===== src/rtl/zone_prot_pkg.sv =====
package zone_prot_pkg;
  typedef enum logic [1:0] {
    ZC_DENY_USER = 2'd0,
    ZC_ENTRY     = 2'd1,
    ZC_SUP_FULL  = 2'd2,
    ZC_FULL      = 2'd3
  } zcode_e;

  typedef struct packed {
    logic rd;
    logic wr;
    logic ex;
  } perm_t;
endpackage


===== src/rtl/zone_code_sel.sv =====
module zone_code_sel
  import zone_prot_pkg::*;
#(
  parameter int MMU_MODE  = 3,
  parameter int NUM_ZONES = 8,
  parameter int ZSEL_W    = 4,
  localparam int ZCNT     = 2 ** ZSEL_W,
  localparam int ZPR_W    = 2 * ZCNT
) (
  input  logic [ZSEL_W-1:0] zone_sel_i,
  input  logic [ZPR_W-1:0]  zpr_i,
  output zcode_e            code_o
);
  localparam logic [ZSEL_W:0] ZLIMIT = (ZSEL_W + 1)'(NUM_ZONES);

  if (MMU_MODE == 1) begin : g_no_zones
    logic unused_in;
    assign unused_in = ^{zone_sel_i, zpr_i};
    assign code_o    = ZC_ENTRY;
  end else begin : g_zones
    logic [1:0] code_arr [ZCNT];
    for (genvar z = 0; z < ZCNT; z++) begin : g_slice
      // zone 0 sits at the most significant pair
      assign code_arr[z] = zpr_i[ZPR_W-1-2*z -: 2];
    end
    logic out_of_range;
    assign out_of_range = {1'b0, zone_sel_i} > ZLIMIT;
    assign code_o = out_of_range ? ZC_ENTRY : zcode_e'(code_arr[zone_sel_i]);
  end
endmodule


===== src/rtl/zone_perm_decode.sv =====
module zone_perm_decode
  import zone_prot_pkg::*;
(
  input  zcode_e code_i,
  input  logic   hit_i,
  input  logic   user_i,
  input  logic   entry_wr_i,
  input  logic   entry_ex_i,
  output perm_t  perm_o
);
  logic deny, wr_r, ex_r;

  always_comb begin
    deny = 1'b0;
    wr_r = entry_wr_i;
    ex_r = entry_ex_i;
    unique case (code_i)
      ZC_DENY_USER: deny = user_i;
      ZC_ENTRY:     ;
      ZC_SUP_FULL:  if (!user_i) begin
                      wr_r = 1'b1;
                      ex_r = 1'b1;
                    end
      ZC_FULL:      begin
                      wr_r = 1'b1;
                      ex_r = 1'b1;
                    end
    endcase
    perm_o.rd = hit_i & ~deny;
    perm_o.wr = hit_i & ~deny & wr_r;
    perm_o.ex = hit_i & ~deny & ex_r;
  end
endmodule


===== src/rtl/zone_fault_reg.sv =====
module zone_fault_reg
  import zone_prot_pkg::*;
(
  input  logic  clk_i,
  input  logic  rst_ni,
  input  logic  hit_i,
  input  logic  store_i,
  input  logic  fetch_i,
  input  perm_t perm_i,
  output logic  fault_o
);
  logic viol;
  assign viol = hit_i & ((store_i & ~perm_i.wr) | (fetch_i & ~perm_i.ex));

  always_ff @(posedge clk_i or negedge rst_ni) begin
    if (!rst_ni) fault_o <= 1'b0;
    else         fault_o <= viol;
  end

  assert_store_fault_R9: assert property (@(posedge clk_i) disable iff (!rst_ni)
    (hit_i && store_i && !perm_i.wr) |=> fault_o);
  assert_fetch_fault_R9: assert property (@(posedge clk_i) disable iff (!rst_ni)
    (hit_i && fetch_i && !perm_i.ex) |=> fault_o);
  assert_no_spurious_R9: assert property (@(posedge clk_i) disable iff (!rst_ni)
    (!hit_i || ((!store_i || perm_i.wr) && (!fetch_i || perm_i.ex))) |=> !fault_o);
endmodule


===== src/rtl/zone_prot_resolver.sv =====
module zone_prot_resolver
  import zone_prot_pkg::*;
#(
  parameter int MMU_MODE  = 3,
  parameter int NUM_ZONES = 8
) (
  input  logic        clk_i,
  input  logic        rst_ni,
  input  logic        hit_i,
  input  logic        user_i,
  input  logic [3:0]  zone_sel_i,
  input  logic [31:0] zpr_i,
  input  logic        entry_wr_i,
  input  logic        entry_ex_i,
  input  logic        store_i,
  input  logic        fetch_i,
  output logic        rd_o,
  output logic        wr_o,
  output logic        ex_o,
  output logic        fault_o
);
  zcode_e code;
  perm_t  perm;

  zone_code_sel #(
    .MMU_MODE  (MMU_MODE),
    .NUM_ZONES (NUM_ZONES),
    .ZSEL_W    (4)
  ) u_code_sel (
    .zone_sel_i (zone_sel_i),
    .zpr_i      (zpr_i),
    .code_o     (code)
  );

  zone_perm_decode u_decode (
    .code_i     (code),
    .hit_i      (hit_i),
    .user_i     (user_i),
    .entry_wr_i (entry_wr_i),
    .entry_ex_i (entry_ex_i),
    .perm_o     (perm)
  );

  zone_fault_reg u_fault (
    .clk_i   (clk_i),
    .rst_ni  (rst_ni),
    .hit_i   (hit_i),
    .store_i (store_i),
    .fetch_i (fetch_i),
    .perm_i  (perm),
    .fault_o (fault_o)
  );

  assign rd_o = perm.rd;
  assign wr_o = perm.wr;
  assign ex_o = perm.ex;

  assert_user_deny_R4: assert property (@(posedge clk_i) disable iff (!rst_ni)
    (hit_i && user_i && code == ZC_DENY_USER) |-> (!rd_o && !wr_o && !ex_o));
  assert_full_grant_R7: assert property (@(posedge clk_i) disable iff (!rst_ni)
    (hit_i && code == ZC_FULL) |-> (rd_o && wr_o && ex_o));
  assert_sup_full_R6: assert property (@(posedge clk_i) disable iff (!rst_ni)
    (hit_i && !user_i && code == ZC_SUP_FULL) |-> (wr_o && ex_o));
  assert_miss_none_R8: assert property (@(posedge clk_i) disable iff (!rst_ni)
    !hit_i |-> (!rd_o && !wr_o && !ex_o));
  assert_range_force_R2: assert property (@(posedge clk_i) disable iff (!rst_ni)
    (int'(zone_sel_i) > NUM_ZONES) |-> (code == ZC_ENTRY));

  if (MMU_MODE == 1) begin : g_chk_nozone
    assert_nozone_R3: assert property (@(posedge clk_i) disable iff (!rst_ni)
      code == ZC_ENTRY);
  end
endmodule


===== config.mk =====
export PLATFORM = sky130hd
export DESIGN_NAME = zone_prot_resolver
export DESIGN_NICKNAME = d
export VERILOG_FILES = /design/src/rtl/zone_prot_pkg.sv /design/src/rtl/zone_code_sel.sv /design/src/rtl/zone_perm_decode.sv /design/src/rtl/zone_fault_reg.sv /design/src/rtl/zone_prot_resolver.sv
export SDC_FILE = /design/constraint.sdc
export NUM_CORES = 1
export LEC_CHECK = 0
export BUFFER_PORTS_ARGS = -buffer_cell sky130_fd_sc_hd__buf_2
export CAP_MARGIN = 20
export CORE_AREA = 10 10 47 49
export CTS_CLUSTER_DIAMETER = 150
export CTS_CLUSTER_SIZE = 12
export DETAILED_ROUTE_END_ITERATION = 16
export DIE_AREA = 0 0 57 59
export PLACE_DENSITY = 0.66
export SYNTH_ARGS = -nofsm -noshare
export SYNTH_HDL_FRONTEND = slang
export SYNTH_HIERARCHICAL = 1
export SYNTH_SLANG_ARGS = --single-unit

===== constraint.sdc =====
create_clock -name clk_i -period 2.85 [get_ports clk_i]
set_input_delay 0.285 -clock clk_i [delete_from_list [all_inputs] [get_ports clk_i]]
set_output_delay 0.285 -clock clk_i [all_outputs]
set_load 0.02 [all_outputs]

# Yosys cells after proc, flatten, opt, wreduce, memory -nomap -nowiden

Cells that the tools add are included.

Flip-flop bits (word level): 1
Word-level logic and storage cells: 26

Magnitude comparators: 2
Equality and inequality tests: 2
Multiplexer cells: 9
Bitwise operators: 11
Reductions and logical operators: 1

Operators with widths:

| operator                                             | count |
|---|---|
| 2-bit binary-select mux with 4-bit select            | 1 |
| 1-bit AND                                            | 6 |
| 2-bit two-way mux                                    | 3 |
| 5-bit >= comparator, second input constant           | 1 |
| 4-bit inverter with 5-bit output                     | 1 |
| 2-bit equality test, second input constant           | 2 |
| 4-bit greater-than comparator, second input constant | 1 |
| 1-bit case mux with 2 select lines                   | 2 |
| 1-bit two-way mux                                    | 3 |
| 1-bit inverter                                       | 3 |
| 2-bit zero test                                      | 1 |
| 1-bit bitwise OR                                     | 1 |

# Depth between registers and ports, before layout

Word-level depth: 14
Depth in mapped cells: 9
Gate-level depth less buffers: 8

# By module

The synthesis kept the hierarchy.

Modules (own cells, without submodules):

| module           | instances | cells an instance | area each (um2) | seq. area each (um2) |
|---|---|---|---|---|
| zone_code_sel    | 1         | 23                | 198.9           | 0.0 |
| zone_fault_reg   | 1         | 4                 | 48.8            | 25.0 |
| zone_perm_decode | 1         | 8                 | 48.8            | 0.0 |

# Least setup slack after synthesis

Ideal clock, no wire load.

Path type: input-to-reg
From: in zone_sel_i[0]
To: reg u_fault.fault_o
Setup time: 0.122 ns
Arrival time: 1.792 ns
Data required time: 2.728 ns
Slack: 0.936 ns
Stages on the path: 8
Path buffers: 1
Path through: buf_6 -> or4b_1 -> a222oi_1 -> a31o_1 -> o211ai_1 -> nand2_1 -> nand2b_1 -> a21boi_2

Word-level cells in the longest chain between the ends: 14
Elaborated cells on any way between the ends: 22

RTL lines:

| item                                                   | RTL line                 | text |
|---|---|---|
| start, declared                                        | zone_prot_resolver.sv:11 | `input logic [3:0] zone_sel_i,` |
| 4-bit inverter with 5-bit output (implied by the code) | zone_code_sel.sv:28      | `assign code_o = out_of_range ? ZC_ENTRY : zcode_e'(code_arr[zone_sel_i]);` |
| 2-bit binary-select mux with 4-bit select              | zone_code_sel.sv:28      |  |
| 2-bit two-way mux (implied by the code) (2 in series)  | zone_code_sel.sv:28      |  |
| 2-bit two-way mux (*)                                  | zone_code_sel.sv:28      |  |
| via code[1]                                            | zone_prot_resolver.sv:22 | `zcode_e code;` |
| 2-bit zero test                                        | zone_perm_decode.sv:17   | `unique case (code_i)` |
| 1-bit two-way mux                                      | zone_perm_decode.sv:17   |  |
| 1-bit inverter                                         | zone_perm_decode.sv:30   | `perm_o.wr = hit_i & ~deny & wr_r;` |
| 1-bit AND                                              | zone_perm_decode.sv:30   |  |
| 1-bit AND (*)                                          | zone_perm_decode.sv:30   |  |
| via wr_o                                               | zone_prot_resolver.sv:18 | `output logic wr_o,` |
| 1-bit inverter (*)                                     | zone_fault_reg.sv:13     | `assign viol = hit_i & ((store_i & ~perm_i.wr) \| (fetch_i & ~perm_i.ex));` |
| 1-bit AND (*)                                          | zone_fault_reg.sv:13     |  |
| 1-bit bitwise OR (*)                                   | zone_fault_reg.sv:13     |  |
| 1-bit AND (*)                                          | zone_fault_reg.sv:13     |  |
| via u_fault.viol                                       | zone_fault_reg.sv:12     | `logic viol;` |
| end signal, assigned                                   | zone_fault_reg.sv:17     | `else fault_o <= viol;` |
| end, declared                                          | zone_fault_reg.sv:10     | `output logic fault_o` |

Mark *: on every way through the listed nets, which the timed path passes. The rest lies on a longest branch. The select of a mux whose other input is x is not followed.

# Final worst setup path

From: in zone_sel_i[0]
To: out ex_o

Word-level cells in the longest chain between the ends: 10
Elaborated cells on any way between the ends: 14

RTL lines:

| item                                                   | RTL line                 | text |
|---|---|---|
| 4-bit inverter with 5-bit output (implied by the code) | zone_code_sel.sv:28      |  |
| 2-bit binary-select mux with 4-bit select              | zone_code_sel.sv:28      |  |
| 2-bit two-way mux (implied by the code) (2 in series)  | zone_code_sel.sv:28      |  |
| 2-bit two-way mux (*)                                  | zone_code_sel.sv:28      |  |
| via code[1]                                            | zone_prot_resolver.sv:22 |  |
| 2-bit zero test                                        | zone_perm_decode.sv:17   |  |
| 1-bit two-way mux                                      | zone_perm_decode.sv:17   |  |
| 1-bit inverter                                         | zone_perm_decode.sv:31   | `perm_o.ex = hit_i & ~deny & ex_r;` |
| 1-bit AND                                              | zone_perm_decode.sv:31   |  |
| 1-bit AND (*)                                          | zone_perm_decode.sv:31   |  |
| end, declared                                          | zone_prot_resolver.sv:19 | `output logic ex_o,` |

Marked as above.

==> results.yml <==
run_status:
  outcome: "finished clean"
logic_synthesis:
  ys.flop_type: "dfrtp_1"
  synthTopCellsByCount: "4 x mux2i_1, 3 x nand2_1, 3 x nand2b_1"
  synth_fp_nets: 79
  synth_area_leader_cell: "mux2i_1"
  synth-seq-area-share_pct: 8.44
  ys_ff_latch: 1
  postSynthCellCount: 35
  synth_warnings: 6
  syn-mean-instance-area_sq_um: 8.47
  synth_top_area_share_pct: 13.5
  synth.most_common_cell: "mux2i_1"
  synth-edff-count: 0
  synthArstFlopShare_pct: 100
  synth.distinct_cells: 24
  synthesis.area_sq_um: 297
  synth_area_leaders: "mux2i_1 14%, mux4_1 8.9%, dfrtp_1 8.4%, mux2_2 7.6%, nand2b_1 6.3%"
timing:
  fin_ws_ps: 759
  tightest_slew_ps: 283
  finalSetupViolations: 0
  max_freq_mhz: 478
  rsz0062_at_grt: "no"
  hold_viol: 0
  holdWs_ps: 59.6
  drv_slew: 0
  finalCritPeriodShare_pct: 73.4
  slew_headroom_pct: 80.9
  layout_min_cycle_time_ps: 2090
  tns_ps: 0
setup_path:
  worstPathArrival_ps: 1810
  required_ps: 2570
  crit_chain: "buf_2 -> or4b_1 -> a222oi_1 -> a31o_1 -> o211ai_1 -> nand2_1 -> buf_2"
  endpoint: "ex_o"
  crit_path_top_delay_cell: "or4b_1"
  path_max_fanout: 9
  cp_top_family: "simple AND/OR/NAND/NOR gates"
  critical_path_buf_inv_count: 2
  critPathMostFrequentCell: "buf_2"
  crit_type: "in -> out"
  critPathCaptureType: "primary output"
  crit_cells: 7
  slowest_delay_ps: 510
  worstSetupStartpoint: "zone_sel_i[0]"
  start_kind: "input pin"
global_routing:
  grt_max_degree: 10
  grt_pass1_vias: 446
  grt_first_pass_wirelength_um: 1830
  gr-total-overflow: 0
  track_usage_pct: 5.94
  grt_antenna_before_repair: 0
cells_and_area:
  multi_input_area_sq_um: 251
  fin_area_sq_um: 465
  reg.largest.list: "u_fault/fault_o x1"
  syn2layout_area_growth_pct: 57.0
  largest-register: "u_fault/fault_o"
  regArea_sq_um: 25.0
  post-route-util_pct: 33.2
  fin_cells: 82
  drive_gt1_share_pct: 57.6
  nets: 112
  fill_cells: 158
  antennaDiodeCount: 0
  largest_reg_flops: 1
routing:
  first_pass_iters: 4
  wire_per_inst_um: 12.3
  vias: 394
  drtIter0Drc: 3
  via_per_inst: 4.80
  routed_wl_um: 1010
  ant_nets: 0
  route.detailed.drc: 0
power:
  leakage_nw: 0.249
  vdd_drop_max_v: 0.0000605
  pwr_density_cell_nw_per_um2: 177
  power_uw: 82.5
floorplanning:
  die_x_um: 57
  die_y_um: 59
  initial_core_util_pct: 21.2
  dieArea_sq_um: 3360
  pin_count: 48
  rows: 14
  core_sq_um: 1400
cts:
  clkSlewWorstSetupHoldPaths_ps: 0
  cts.repair.resized: 0
  holdBufCountCts: 0
  cts_setup_buffers: 0
place:
  dp_worst_setup_slack_ps: 739
  gp_congestion: 0.720
  dp_cells: 82
  placed_cell_area_sq_um: 465
  port_buffers: 33
run:
  drv_cap: 0
worst_hold_path:
  hold_class: "in -> async"
==> where the power goes <==
group,total (mW),switching [mW],internal (mW)
logic,0.0666,0.0312,0.0355
clock network,0,0,0
registers,0.0159,0.000218,0.0156
==> kinds of logic (layout without fill, tap and decap cells) <==
group                  count (synthesis)  after routing  synth area share [%]
AO/OA/AOI/OAI                         10             10                  28.3
AND/OR/NAND/NOR                       14             14                  26.6
buffers and inverters                  3             34                  6.75
multiplexers                           7              7                  30.0
flip-flops                             1              1                  8.44
==> cell type report <==
| cell class | count | area share [%] |
|---|---|---|
| inverter | 1 | 0.806 |
| sequential | 1 | 5.38 |
| tap | 16 | 4.30 |
| multi-input combinational | 31 | 54.0 |
| timing repair buffer | 33 | 35.5 |
==> cells in the final DEF, fill, tap and decap left out, types with 2 or more instances in the layout <==
cell type and count:
nand2_1 3, mux2_2 2, mux2i_1 4, o211ai_1 2
nor2_1 2, buf_2 33, nand2b_1 3, nand3_1 2
==> layer usage <==
layer,GRT usage (%),share of wire (%)
met4,0,0
met1,8.01,48
met5,0,0
met2,8.84,38
met3,2.79,14
==> worst min path at each step <==
stage / start / end / slack (ps) / cells after the start
after global placement: rst_ni / u_fault/fault_o / 60 / 1
after CTS: rst_ni / u_fault/fault_o / 60 / 1
final: rst_ni / u_fault/fault_o / 60 / 1
after global routing: rst_ni / u_fault/fault_o / 60 / 1
after detailed placement: rst_ni / u_fault/fault_o / 60 / 1
after floorplan: rst_ni / u_fault/fault_o / -10 / 0
Power figures use the tool's default switching activity.
